`config.mk`:
```
export PLATFORM = sky130hd
export DESIGN_NAME = stg_mbox_responder
export DESIGN_NICKNAME = d
export VERILOG_FILES = /design/src/rtl/stg_pkg.sv /design/src/rtl/stg_collect.sv /design/src/rtl/stg_judge.sv /design/src/rtl/stg_reply.sv /design/src/rtl/stg_mbox_responder.sv
export SDC_FILE = /design/constraint.sdc
export NUM_CORES = 2
export LEC_CHECK = 0
export BUFFER_PORTS_ARGS = -buffer_cell sky130_fd_sc_hd__buf_2
export CAP_MARGIN = 30
export CORE_ASPECT_RATIO = 1.25
export CORE_MARGIN = 2
export CORE_UTILIZATION = 57
export DETAILED_ROUTE_END_ITERATION = 8
export PLACE_DENSITY_LB_ADDON = 0.12
export SLEW_MARGIN = 40
export SYNTH_ARGS = -nofsm -noshare
export SYNTH_HDL_FRONTEND = slang
export SYNTH_SLANG_ARGS = --single-unit
```
`constraint.sdc`:
```
create_clock -name clk -period 25.5 [get_ports clk]
set_clock_uncertainty 0.05 [all_clocks]
set_input_delay 5.1 -clock clk [delete_from_list [all_inputs] [get_ports clk]]
set_output_delay 5.1 -clock clk [all_outputs]
set_load 0.01 [all_outputs]
```
`src/rtl/stg_pkg.sv`:
```
`timescale 1ns/1ps
package stg_pkg;
  localparam logic [7:0]  OBJ_KIND   = 8'h0B;
  localparam logic [31:0] CMD_LOAD   = 32'd3;
  localparam logic [31:0] REPLY_LEN  = 32'd4;
  localparam logic [31:0] OFF_FINISH = 32'hFFFF_FFFF;
  localparam logic [31:0] ST_DONE    = 32'd1;
  localparam logic [31:0] ST_MORE    = 32'd2;
  localparam logic [31:0] ST_FAIL    = 32'd4;

  typedef enum logic [1:0] {
    SEL_CTRL = 2'd0,
    SEL_STAT = 2'd1,
    SEL_WDAT = 2'd2,
    SEL_RDAT = 2'd3
  } reg_sel_e;

  typedef struct packed {
    logic [31:0] size_lo;
    logic [31:0] size_hi;
    logic [31:0] cmd_lo;
    logic [31:0] cmd_hi;
  } req_hdr_t;

  function automatic logic [31:0] size_word_lo(input logic [15:0] vid);
    return {8'h00, OBJ_KIND, vid};
  endfunction

  function automatic logic [31:0] reply_offset(input logic [31:0] off_dw, input logic fin);
    return fin ? OFF_FINISH : (off_dw << 2);
  endfunction

  function automatic logic chunk_fits(input int unsigned words, input int unsigned off_dw,
                                      input int unsigned chunk_max, input int unsigned img_len);
    if (words <= 4) return 1'b0;
    if (words - 4 > chunk_max) return 1'b0;
    if (off_dw > img_len) return 1'b0;
    return (words - 4) <= (img_len - off_dw);
  endfunction
endpackage

```
`src/rtl/stg_collect.sv`:
```
`timescale 1ns/1ps
module stg_collect
  import stg_pkg::*;
#(
  parameter int CHUNK_DWORDS = 8,
  localparam int MAXC = CHUNK_DWORDS + 5,
  localparam int CW = $clog2(MAXC + 1)
) (
  input  logic                               clk,
  input  logic                               rst_n,
  input  logic                               clear,
  input  logic                               wr,
  input  logic                               eval,
  input  logic [31:0]                        wdata,
  output req_hdr_t                           hdr,
  output logic [CW-1:0]                      cnt,
  output logic [CHUNK_DWORDS-1:0][31:0]      chunk_buf
);
  logic take;
  assign take = wr && !clear && !eval;

  always_ff @(posedge clk) begin
    if (!rst_n || clear || eval) begin
      cnt <= '0;
      hdr <= '0;
    end else if (take) begin
      if (cnt < CW'(MAXC)) cnt <= cnt + CW'(1);
      case (cnt)
        CW'(0): hdr.size_lo <= wdata;
        CW'(1): hdr.size_hi <= wdata;
        CW'(2): hdr.cmd_lo  <= wdata;
        CW'(3): hdr.cmd_hi  <= wdata;
        default: ;
      endcase
    end
  end

  for (genvar g = 0; g < CHUNK_DWORDS; g++) begin : g_slot
    always_ff @(posedge clk) begin
      if (!rst_n) chunk_buf[g] <= '0;
      else if (take && cnt == CW'(g + 4)) chunk_buf[g] <= wdata;
    end
  end

  p_count_saturates_r3: assert property (@(posedge clk) disable iff (!rst_n)
    (take && cnt == CW'(MAXC)) |=> cnt == CW'(MAXC));
  p_eval_restarts_r2: assert property (@(posedge clk) disable iff (!rst_n)
    eval |=> cnt == '0);
endmodule

```
`src/rtl/stg_judge.sv`:
```
`timescale 1ns/1ps
module stg_judge
  import stg_pkg::*;
#(
  parameter int IMG_DWORDS = 24,
  parameter int CHUNK_DWORDS = 8,
  parameter int REPLAY_OFF = 8,
  parameter logic [15:0] VENDOR_ID = 16'h5A17,
  localparam int CW = $clog2(CHUNK_DWORDS + 6),
  localparam int OW = $clog2(IMG_DWORDS + 1),
  localparam int CIW = (CHUNK_DWORDS > 1) ? $clog2(CHUNK_DWORDS) : 1,
  localparam int IMG_AW = (IMG_DWORDS > 1) ? $clog2(IMG_DWORDS) : 1
) (
  input  logic                          clk,
  input  logic                          rst_n,
  input  logic                          clear,
  input  logic                          eval,
  input  req_hdr_t                      hdr,
  input  logic [CW-1:0]                 cnt,
  input  logic [CHUNK_DWORDS-1:0][31:0] chunk_buf,
  output logic                          verdict_ok,
  output logic [31:0]                   nxt_off_word,
  output logic [31:0]                   nxt_stat_word,
  output logic                          img_done,
  input  logic [IMG_AW-1:0]             img_raddr,
  output logic [31:0]                   img_rdata
);
  logic [OW-1:0] off;
  logic [OW-1:0] off_next;
  logic          done, replayed, done_next;
  logic [CW-1:0] n_data;
  logic          hdr_ok, fits, valid, replay, commit;
  logic [31:0]   img_mem [IMG_DWORDS];

  assign n_data = cnt - CW'(4);
  assign hdr_ok = (hdr.size_lo == size_word_lo(VENDOR_ID)) && (hdr.size_hi == 32'(cnt))
               && (hdr.cmd_lo == CMD_LOAD) && (hdr.cmd_hi == 32'd0);
  assign fits   = chunk_fits(32'(cnt), 32'(off), CHUNK_DWORDS, IMG_DWORDS);
  assign valid  = hdr_ok && fits && !done;
  assign replay = valid && (32'(off) == REPLAY_OFF) && !replayed;
  assign commit = valid && !replay;

  assign off_next  = commit ? off + OW'(n_data) : off;
  assign done_next = (32'(off_next) == IMG_DWORDS);

  assign verdict_ok    = valid;
  assign nxt_off_word  = reply_offset(32'(off_next), done_next);
  assign nxt_stat_word = !valid ? ST_FAIL : (done_next ? ST_DONE : ST_MORE);
  assign img_done      = done;

  always_ff @(posedge clk) begin
    if (!rst_n || clear) begin
      off      <= '0;
      done     <= 1'b0;
      replayed <= 1'b0;
    end else if (eval) begin
      off  <= off_next;
      done <= done_next;
      if (replay) replayed <= 1'b1;
    end
  end

  always_ff @(posedge clk) begin
    for (int w = 0; w < IMG_DWORDS; w++) begin
      if (eval && commit && w >= int'(off) && w < int'(off) + int'(n_data))
        img_mem[w] <= chunk_buf[CIW'(w - int'(off))];
    end
  end

  assign img_rdata = (32'(img_raddr) < IMG_DWORDS) ? img_mem[img_raddr] : 32'd0;

  p_offset_in_image_r6: assert property (@(posedge clk) disable iff (!rst_n)
    32'(off) <= IMG_DWORDS);
  p_reject_keeps_offset_r5: assert property (@(posedge clk) disable iff (!rst_n)
    (eval && !valid && !clear) |=> off == $past(off));
  p_done_sticky_r7: assert property (@(posedge clk) disable iff (!rst_n)
    (done && !clear) |=> done);
  p_replay_holds_offset_r8: assert property (@(posedge clk) disable iff (!rst_n)
    (eval && replay && !clear) |=> (replayed && off == $past(off)));
endmodule

```
`src/rtl/stg_reply.sv`:
```
`timescale 1ns/1ps
module stg_reply
  import stg_pkg::*;
#(
  parameter logic [15:0] VENDOR_ID = 16'h5A17
) (
  input  logic        clk,
  input  logic        rst_n,
  input  logic        clear,
  input  logic        load,
  input  logic        ack,
  input  logic [31:0] off_word,
  input  logic [31:0] stat_word,
  output logic [31:0] rd_word
);
  logic [2:0]  ptr;
  logic [31:0] off_q, stat_q;

  always_ff @(posedge clk) begin
    if (!rst_n) begin
      ptr    <= 3'd4;
      off_q  <= '0;
      stat_q <= '0;
    end else if (clear) begin
      ptr <= 3'd4;
    end else if (load) begin
      ptr    <= 3'd0;
      off_q  <= off_word;
      stat_q <= stat_word;
    end else if (ack && ptr < 3'd4) begin
      ptr <= ptr + 3'd1;
    end
  end

  always_comb begin
    case (ptr)
      3'd0:    rd_word = size_word_lo(VENDOR_ID);
      3'd1:    rd_word = REPLY_LEN;
      3'd2:    rd_word = off_q;
      3'd3:    rd_word = stat_q;
      default: rd_word = 32'd0;
    endcase
  end

  p_ack_steps_r9: assert property (@(posedge clk) disable iff (!rst_n)
    (ack && !load && !clear && ptr < 3'd4) |=> ptr == $past(ptr) + 3'd1);
  p_drained_reads_zero_r9: assert property (@(posedge clk) disable iff (!rst_n)
    (ptr == 3'd4) |-> rd_word == 32'd0);
endmodule

```
`src/rtl/stg_mbox_responder.sv`:
```
`timescale 1ns/1ps
module stg_mbox_responder
  import stg_pkg::*;
#(
  parameter int IMG_DWORDS = 24,
  parameter int CHUNK_DWORDS = 8,
  parameter int REPLAY_OFF = 8,
  parameter logic [15:0] VENDOR_ID = 16'h5A17,
  localparam int IMG_AW = (IMG_DWORDS > 1) ? $clog2(IMG_DWORDS) : 1,
  localparam int CW = $clog2(CHUNK_DWORDS + 6)
) (
  input  logic              clk,
  input  logic              rst_n,
  input  logic              reg_wr,
  input  logic [3:0]        reg_addr,
  input  logic [31:0]       reg_wdata,
  output logic [31:0]       reg_rdata,
  input  logic [IMG_AW-1:0] img_raddr,
  output logic [31:0]       img_rdata,
  output logic              img_done
);
  reg_sel_e sel;
  logic     aligned, wr_ctrl, abort_evt, go_evt, wr_word, ack_evt, eval_evt;
  logic     busy, ready, err_q;
  logic     verdict_ok;
  logic [31:0] nxt_off_word, nxt_stat_word, reply_word;
  req_hdr_t hdr;
  logic [CW-1:0] cnt;
  logic [CHUNK_DWORDS-1:0][31:0] chunk_buf;

  assign sel       = reg_sel_e'(reg_addr[3:2]);
  assign aligned   = (reg_addr[1:0] == 2'b00);
  assign wr_ctrl   = reg_wr && aligned && sel == SEL_CTRL;
  assign abort_evt = wr_ctrl && reg_wdata[0];
  assign go_evt    = wr_ctrl && reg_wdata[31] && !reg_wdata[0] && !busy;
  assign wr_word   = reg_wr && aligned && sel == SEL_WDAT && !busy;
  assign ack_evt   = reg_wr && aligned && sel == SEL_RDAT;
  assign eval_evt  = busy && !abort_evt;

  always_ff @(posedge clk) begin
    if (!rst_n || abort_evt) begin
      busy  <= 1'b0;
      ready <= 1'b0;
      err_q <= 1'b0;
    end else if (go_evt) begin
      busy  <= 1'b1;
      ready <= 1'b0;
      err_q <= 1'b0;
    end else if (busy) begin
      busy  <= 1'b0;
      ready <= 1'b1;
      err_q <= !verdict_ok;
    end
  end

  stg_collect #(.CHUNK_DWORDS(CHUNK_DWORDS)) u_collect (
    .clk(clk), .rst_n(rst_n), .clear(abort_evt), .wr(wr_word), .eval(eval_evt),
    .wdata(reg_wdata), .hdr(hdr), .cnt(cnt), .chunk_buf(chunk_buf)
  );

  stg_judge #(
    .IMG_DWORDS(IMG_DWORDS), .CHUNK_DWORDS(CHUNK_DWORDS),
    .REPLAY_OFF(REPLAY_OFF), .VENDOR_ID(VENDOR_ID)
  ) u_judge (
    .clk(clk), .rst_n(rst_n), .clear(abort_evt), .eval(eval_evt), .hdr(hdr),
    .cnt(cnt), .chunk_buf(chunk_buf), .verdict_ok(verdict_ok),
    .nxt_off_word(nxt_off_word), .nxt_stat_word(nxt_stat_word),
    .img_done(img_done), .img_raddr(img_raddr), .img_rdata(img_rdata)
  );

  stg_reply #(.VENDOR_ID(VENDOR_ID)) u_reply (
    .clk(clk), .rst_n(rst_n), .clear(abort_evt), .load(eval_evt), .ack(ack_evt),
    .off_word(nxt_off_word), .stat_word(nxt_stat_word), .rd_word(reply_word)
  );

  always_comb begin
    reg_rdata = 32'd0;
    if (aligned) begin
      case (sel)
        SEL_STAT: reg_rdata = {ready, 28'd0, err_q, 2'b00};
        SEL_RDAT: reg_rdata = reply_word;
        default:  reg_rdata = 32'd0;
      endcase
    end
  end

  p_ready_follows_busy_r2: assert property (@(posedge clk) disable iff (!rst_n)
    $rose(ready) |-> $past(busy));
  p_go_drops_ready_r2: assert property (@(posedge clk) disable iff (!rst_n)
    go_evt |=> !ready);
  p_abort_quiets_r10: assert property (@(posedge clk) disable iff (!rst_n)
    abort_evt |=> (!ready && !busy && !img_done));
endmodule

```
Word-level counts from Yosys, hierarchy flattened

Memories as Yosys holds them, arrays and structs flattened.
Cells that the tools add are included.

Flip-flop bits (word level): 465
Memory bits (writable): 768
Input port bits: 44
Output and inout bits: 65
Logic and storage cells: 470
Memories: 1

$add $sub $neg: 31
Magnitude comparators: 79
Eq/ne operators: 22
Muxes and demuxes: 191
Bitwise operators: 2
Reductions and logical operators: 121

Memory list:

| name            | words | width | read ports | clocked after memory_dff | write ports | RTL line        | source |
|---|---|---|---|---|---|---|---|
| u_judge.img_mem | 24    | 32    | 1          | 0                        | 8           | stg_judge.sv:33 | `logic [31:0] img_mem [IMG_DWORDS];` |

Operators by type and width:

| cell                 | count |
|---|---|
| $bmux 32 s3          | 24 |
| $mux 32              | 68 |
| $reduce_or 32->1     | 16 |
| $lt 5x32->1 const A  | 8 |
| $lt 6x32->1 const A  | 8 |
| $lt 4x32->1 const A  | 4 |
| $pmux 32 s4          | 1 |
| $lt 3x5->1 const B   | 24 |
| $mux 5               | 17 |
| $logic_and 1x1->1    | 78 |
| $mux 1               | 77 |
| $lt 3x32->1 const A  | 2 |
| $pmux 32 s2          | 1 |
| $ge 4x5->1 const A   | 8 |
| $ge 5x5->1 const A   | 8 |
| $sub 3x3->3 const A  | 12 |
| $eq 32x2->1 const B  | 1 |
| $eq 32x20->1 const B | 1 |
| $eq 32x4->1          | 1 |
| $gt 32x4->1 const B  | 1 |
| $le 32x32->1         | 1 |
| $logic_not 32->1     | 1 |
| $lt 1x32->1 const A  | 1 |
| $lt 2x32->1 const A  | 1 |
| 39 further kinds     | 82 |

Logic depth before layout (Yosys ltp)

Depth after elaboration: 23
Depth in mapped cells: 19
Mapped depth without buffers: 13

Cells and area by module

Synthesis repeated with hierarchy kept, for this count alone.

Cells, all modules: 4068
Area total of the unflattened synthesis: 57720.4 sq um

Modules (own cells, without submodules):

| module             | times used | cells an instance | area an instance (sq um) | sequential area each (sq um) |
|---|---|---|---|---|
| stg_judge          | 1          | 2313              | 40244.8                  | 23202.3 |
| stg_collect        | 1          | 1351              | 14143.6                  | 7767.4 |
| stg_reply          | 1          | 343               | 2914.0                   | 1341.3 |
| stg_mbox_responder | 1          | 61                | 417.9                    | 60.1 |

Worst setup path before layout

OpenSTA, ideal clock, no wires.

Path kind: input port to output port
From: input port img_raddr[0]
To: output port img_rdata[10]
Arrival time: 7.175 ns
Required time: 20.350 ns
Slack: 13.175 ns
Stages on the path: 8
Buffers on the path: 5
Cell sequence: clkbuf_1 > buf_2 > buf_2 > buf_2 > buf_2 > mux4_2 > mux2i_1 > o22ai_1

Cells in the longest elaborated chain, start to end: 2
Elaborated cells between the ends (all ways): 3
Those cells by class: order compare (1); mux (1); memory (1)

RTL lines:

| what                                        | RTL line                 | source |
|---|---|---|
| start, declared                             | stg_mbox_responder.sv:18 | `input logic [IMG_AW-1:0] img_raddr,` |
| $mem_v2 24x32 or $lt 5x5->1 (tied branches) | -                        |  |
| $mux 32 (*)                                 | stg_judge.sv:70          | `assign img_rdata = (32'(img_raddr) < IMG_DWORDS) ? img_mem[img_raddr] : 32'd0;` |
| end, declared                               | stg_mbox_responder.sv:19 | `output logic [31:0] img_rdata,` |

Mark *: on every way between the ends. The rest lies on a longest branch, timed or not.

Final worst setup path

From: input port img_raddr[1]
To: output port img_rdata[3]

The elaborated chain is that of the path after synthesis.

==> impl_results.md <==
* Hold Violations, Final at 0
* Final period util at 53.9%
* RSZ-0062 raised after global routing: false
* Final HPWL DP at 91,600 µm
* Post-cts resize count at 0
* Clock buffer depth at 3
* Slowest cell delay on critical path at 720 ps
* Die ar. at 97,500 µm²
* H-tree levels at 3
* Netlist cell types at 64
* Final count of pins violating max slew at 0
* Vias/cell at 6.59
* Final Non-Filler Cells at 5,374
* Slew margin rel. at 39.1%
* Number of DRC markers in iteration 0 at 4,119
* Core area at 94,300 µm²
* Cell Pwr Density at 64.7 nW/µm²
* CTS Sinks at 1,178
* WHS at 400 ps
* Synth Warn # at 0
* Crit Path Category: input pin to primary output
* Achievable Freq at 0.0728 GHz
* Hold Buf Count CTS at 0
* Gate Count Post-Synth at 4,099
* Worst Path Required at 20,350 ps
* Most frequent cell after synthesis: nand2_1
* Worst skew pair latency at 720 ps
* # Post-CTS Setup Buffers at 0
* Initial antenna violation count at 4
* Area growth from synthesis to layout at 10.5%
* Setup TNS at 0 ps
* Hold Crit Class: flop to flop
* Top_reg_cell synth: edfxtp_1
* Syn_nets at 4,176
* Final wirelength at 161,000 µm
* Worst Path Buf+Inv at 6
* Crit path depth at 9
* CTS buffer count at 113
* Vias at 35,400
* Nets at 4,136
* Die Width at 280 µm
* CP startpoint kind: input pin
* IO Count at 109
* Fill cells at 6,982
* GRT overflow at 0
* Yosys top cell area share at 42.6%
* Worst slew pin tran at 913 ps
* Root buf cell: clkbuf_16
* Layout cells sized above 1 at 25.1%
* DRC at 0
* Critical-path maximum fanout at 77
* Worst vdd ir at 0.0651 mV
* Status: complete, no violations
* Row count at 126
* DRT antenna net count at 0
* Post-synth ARST share at 0%
* Slowest stage cell, crit path: buf_4
* Number of synthesized flops with an enable pin at 768
* Max_cap viols at 0
* Gr usage total at 33.4%
* Gpl congestion at 0.826
* Mapped Avg Cell Area at 13.2 µm²
* M1 WL at 57,700 µm
* Routed wl met3 at 14,600 µm
* Reg2Reg Depth at 14
* Initial Utilization at 57.5%
* Routed len/inst at 29.9 µm
* Worst EP arrival at 8590 ps
* Setup crit end kind: primary output
* Largest delay contributor family on the critical path: buffers and inverters
* Uppermost routed layer: met4
* Clk slew on worst S/H paths at 60 ps
* Setup-failing EPs final at 0
* First-pass GRT wire length at 233,000 µm
* Min cycle time layout at 13,740 ps
* Dominant cell type by area after synthesis: edfxtp_1
* Worst path cell trace: clkbuf_8, buf_4, buf_12, buf_4, mux4_2, mux4_2, inv_1, o22ai_1, buf_2
* Synth top cells by count: 1,176 x nand2_1, 768 x edfxtp_1, 480 x mux4_2, 410 x dfxtp_1, 401 x a21oi_1
* Final total power at 3870 µW
* Port Buf Inserts at 108
* Post-synth design cell area at 54,200 µm²
* Top post-synthesis cells by area: edfxtp_1 43%, mux4_2 20%, dfxtp_1 15%
* Largest net degree at the start of global routing at 106
* Leak pwr at 0.0199 µW
* DR pass1 iterations at 6
* Die height at 349 µm
* Synth Register Bits at 1,178
* Vias in the first global route at 34,600
* CTS tree: built
* Worst Hold Path Cells at 2
* Seq/Total Area, Yosys at 57.7%
* Met2 Routed Length at 79,700 µm
* Placed insts at 5,156
## state kept, by name, summed over array words and instances, names as in the netlist
register,count
u_reply.off_q,6
u_judge.off,5
u_collect.chunk_buf,256
ready,1
u_reply.ptr,3
u_judge.img_done,1
err_q,1
u_collect.hdr,128
busy,1
u_reply.stat_q,3
u_judge.img_mem,768
u_collect.cnt,4
u_judge.replayed,1
## layout make-up
cell class / instances / area, µm² / share of cell area, %
Sequential cell: 1178 / 31300 / 52.2
Multi-Input combinational cell: 2518 / 21600 / 36.1
Clock buffer: 149 / 3170 / 5.30
Tap cell: 1216 / 1520 / 2.54
Timing Repair Buffer: 197 / 1410 / 2.35
Clock inverter: 61 / 659 / 1.10
Inverter: 51 / 200 / 0.334
Antenna cell: 4 / 10.0 / 0.0167
## layout by cell type, fill, tap and decap left out, types with 5 or more instances in the layout
cell | synthesis | final
bufinv_16 | 0 | 13
clkbuf_16 | 0 | 120
buf_4 | 22 | 59
clkinvlp_4 | 0 | 6
nand4_1 | 13 | 13
a211oi_4 | 0 | 6
nand3_1 | 17 | 10
nand2_1 | 1176 | 1176
a21oi_1 | 401 | 401
a221oi_1 | 9 | 5
buf_6 | 4 | 20
edfxtp_1 | 768 | 768
and3_2 | 1 | 11
mux4_2 | 480 | 480
clkinv_2 | 0 | 20
a211oi_1 | 12 | 5
nor2_1 | 33 | 32
nor3_1 | 8 | 6
ha_1 | 32 | 30
mux2_2 | 129 | 129
o22ai_1 | 33 | 33
clkinv_1 | 1 | 15
dfxtp_1 | 410 | 407
buf_2 | 16 | 106
and3_1 | 20 | 10
a221oi_4 | 0 | 7
mux2i_1 | 38 | 38
xnor2_1 | 11 | 10
nand3_2 | 1 | 5
nor4_1 | 21 | 21
clkbuf_8 | 1 | 7
buf_12 | 0 | 5
inv_1 | 49 | 49
o21ai_0 | 15 | 15
clkbuf_1 | 261 | 22
## kinds of logic after synthesis
kind of cell	synth area share [%]
buffers and inverters	3.06
flip-flops	57.7
XOR/XNOR	0.275
multiplexers	23.3
AO/OA/AOI/OAI	5.01
AND/OR/NAND/NOR	9.82
adder cells (fa/ha/maj)	0.776
## routing by layer
layer,GRT usage [%],vias to the layer above
met5,0,-
met3,5.03,424
met2,55.7,1876
met4,17.0,0
met1,42.7,18000
li1,-,15100
## report_power, final
group	switching (µW)	leakage, µW	internal, µW
registers	0.525	0.0104	2010
logic	73.9	0.00766	49.8
clock network	736	0.00187	1010
## worst register-to-register path, cell delays in order, from the launching register on
cell and delay (ps):
dfxtp_4 760, inv_1 340, ha_4 250, inv_1 220, nor2_1 150, or2_2 340
ha_1 320, nand4_1 100, o22ai_1 180, a31o_2 140, nand4_1 210, nor4_4 650
nor2b_1 510, o311a_2 690, buf_4 710
## final timing paths
kind                                        start                           endpoint  slack [ps]
hold / removal    u_collect.hdr[115]$_SDFFE_PP0P_    u_collect.hdr[115]$_SDFFE_PP0P_         400
setup / recovery                     img_raddr[1]                       img_rdata[3]       11760
setup reg to reg      u_judge.off[1]$_SDFFE_PP0P_  u_judge.img_mem[18][15]$_DFFE_PP_       19490
hold reg to reg   u_collect.hdr[115]$_SDFFE_PP0P_    u_collect.hdr[115]$_SDFFE_PP0P_         400
## metrics by stage
stage	worst slack [ps]	util [%]	cell area (µm²)
2_1_floorplan	13170	-	54200
3_3_place_gp	11700	59.1	55800
3_5_place_dp	11690	59.3	55900
4_1_cts	11690	63.4	59800
5_1_grt	11690	63.5	59900
6_report	11760	63.5	59900
Note: power is estimated with default switching activity, not from simulation.
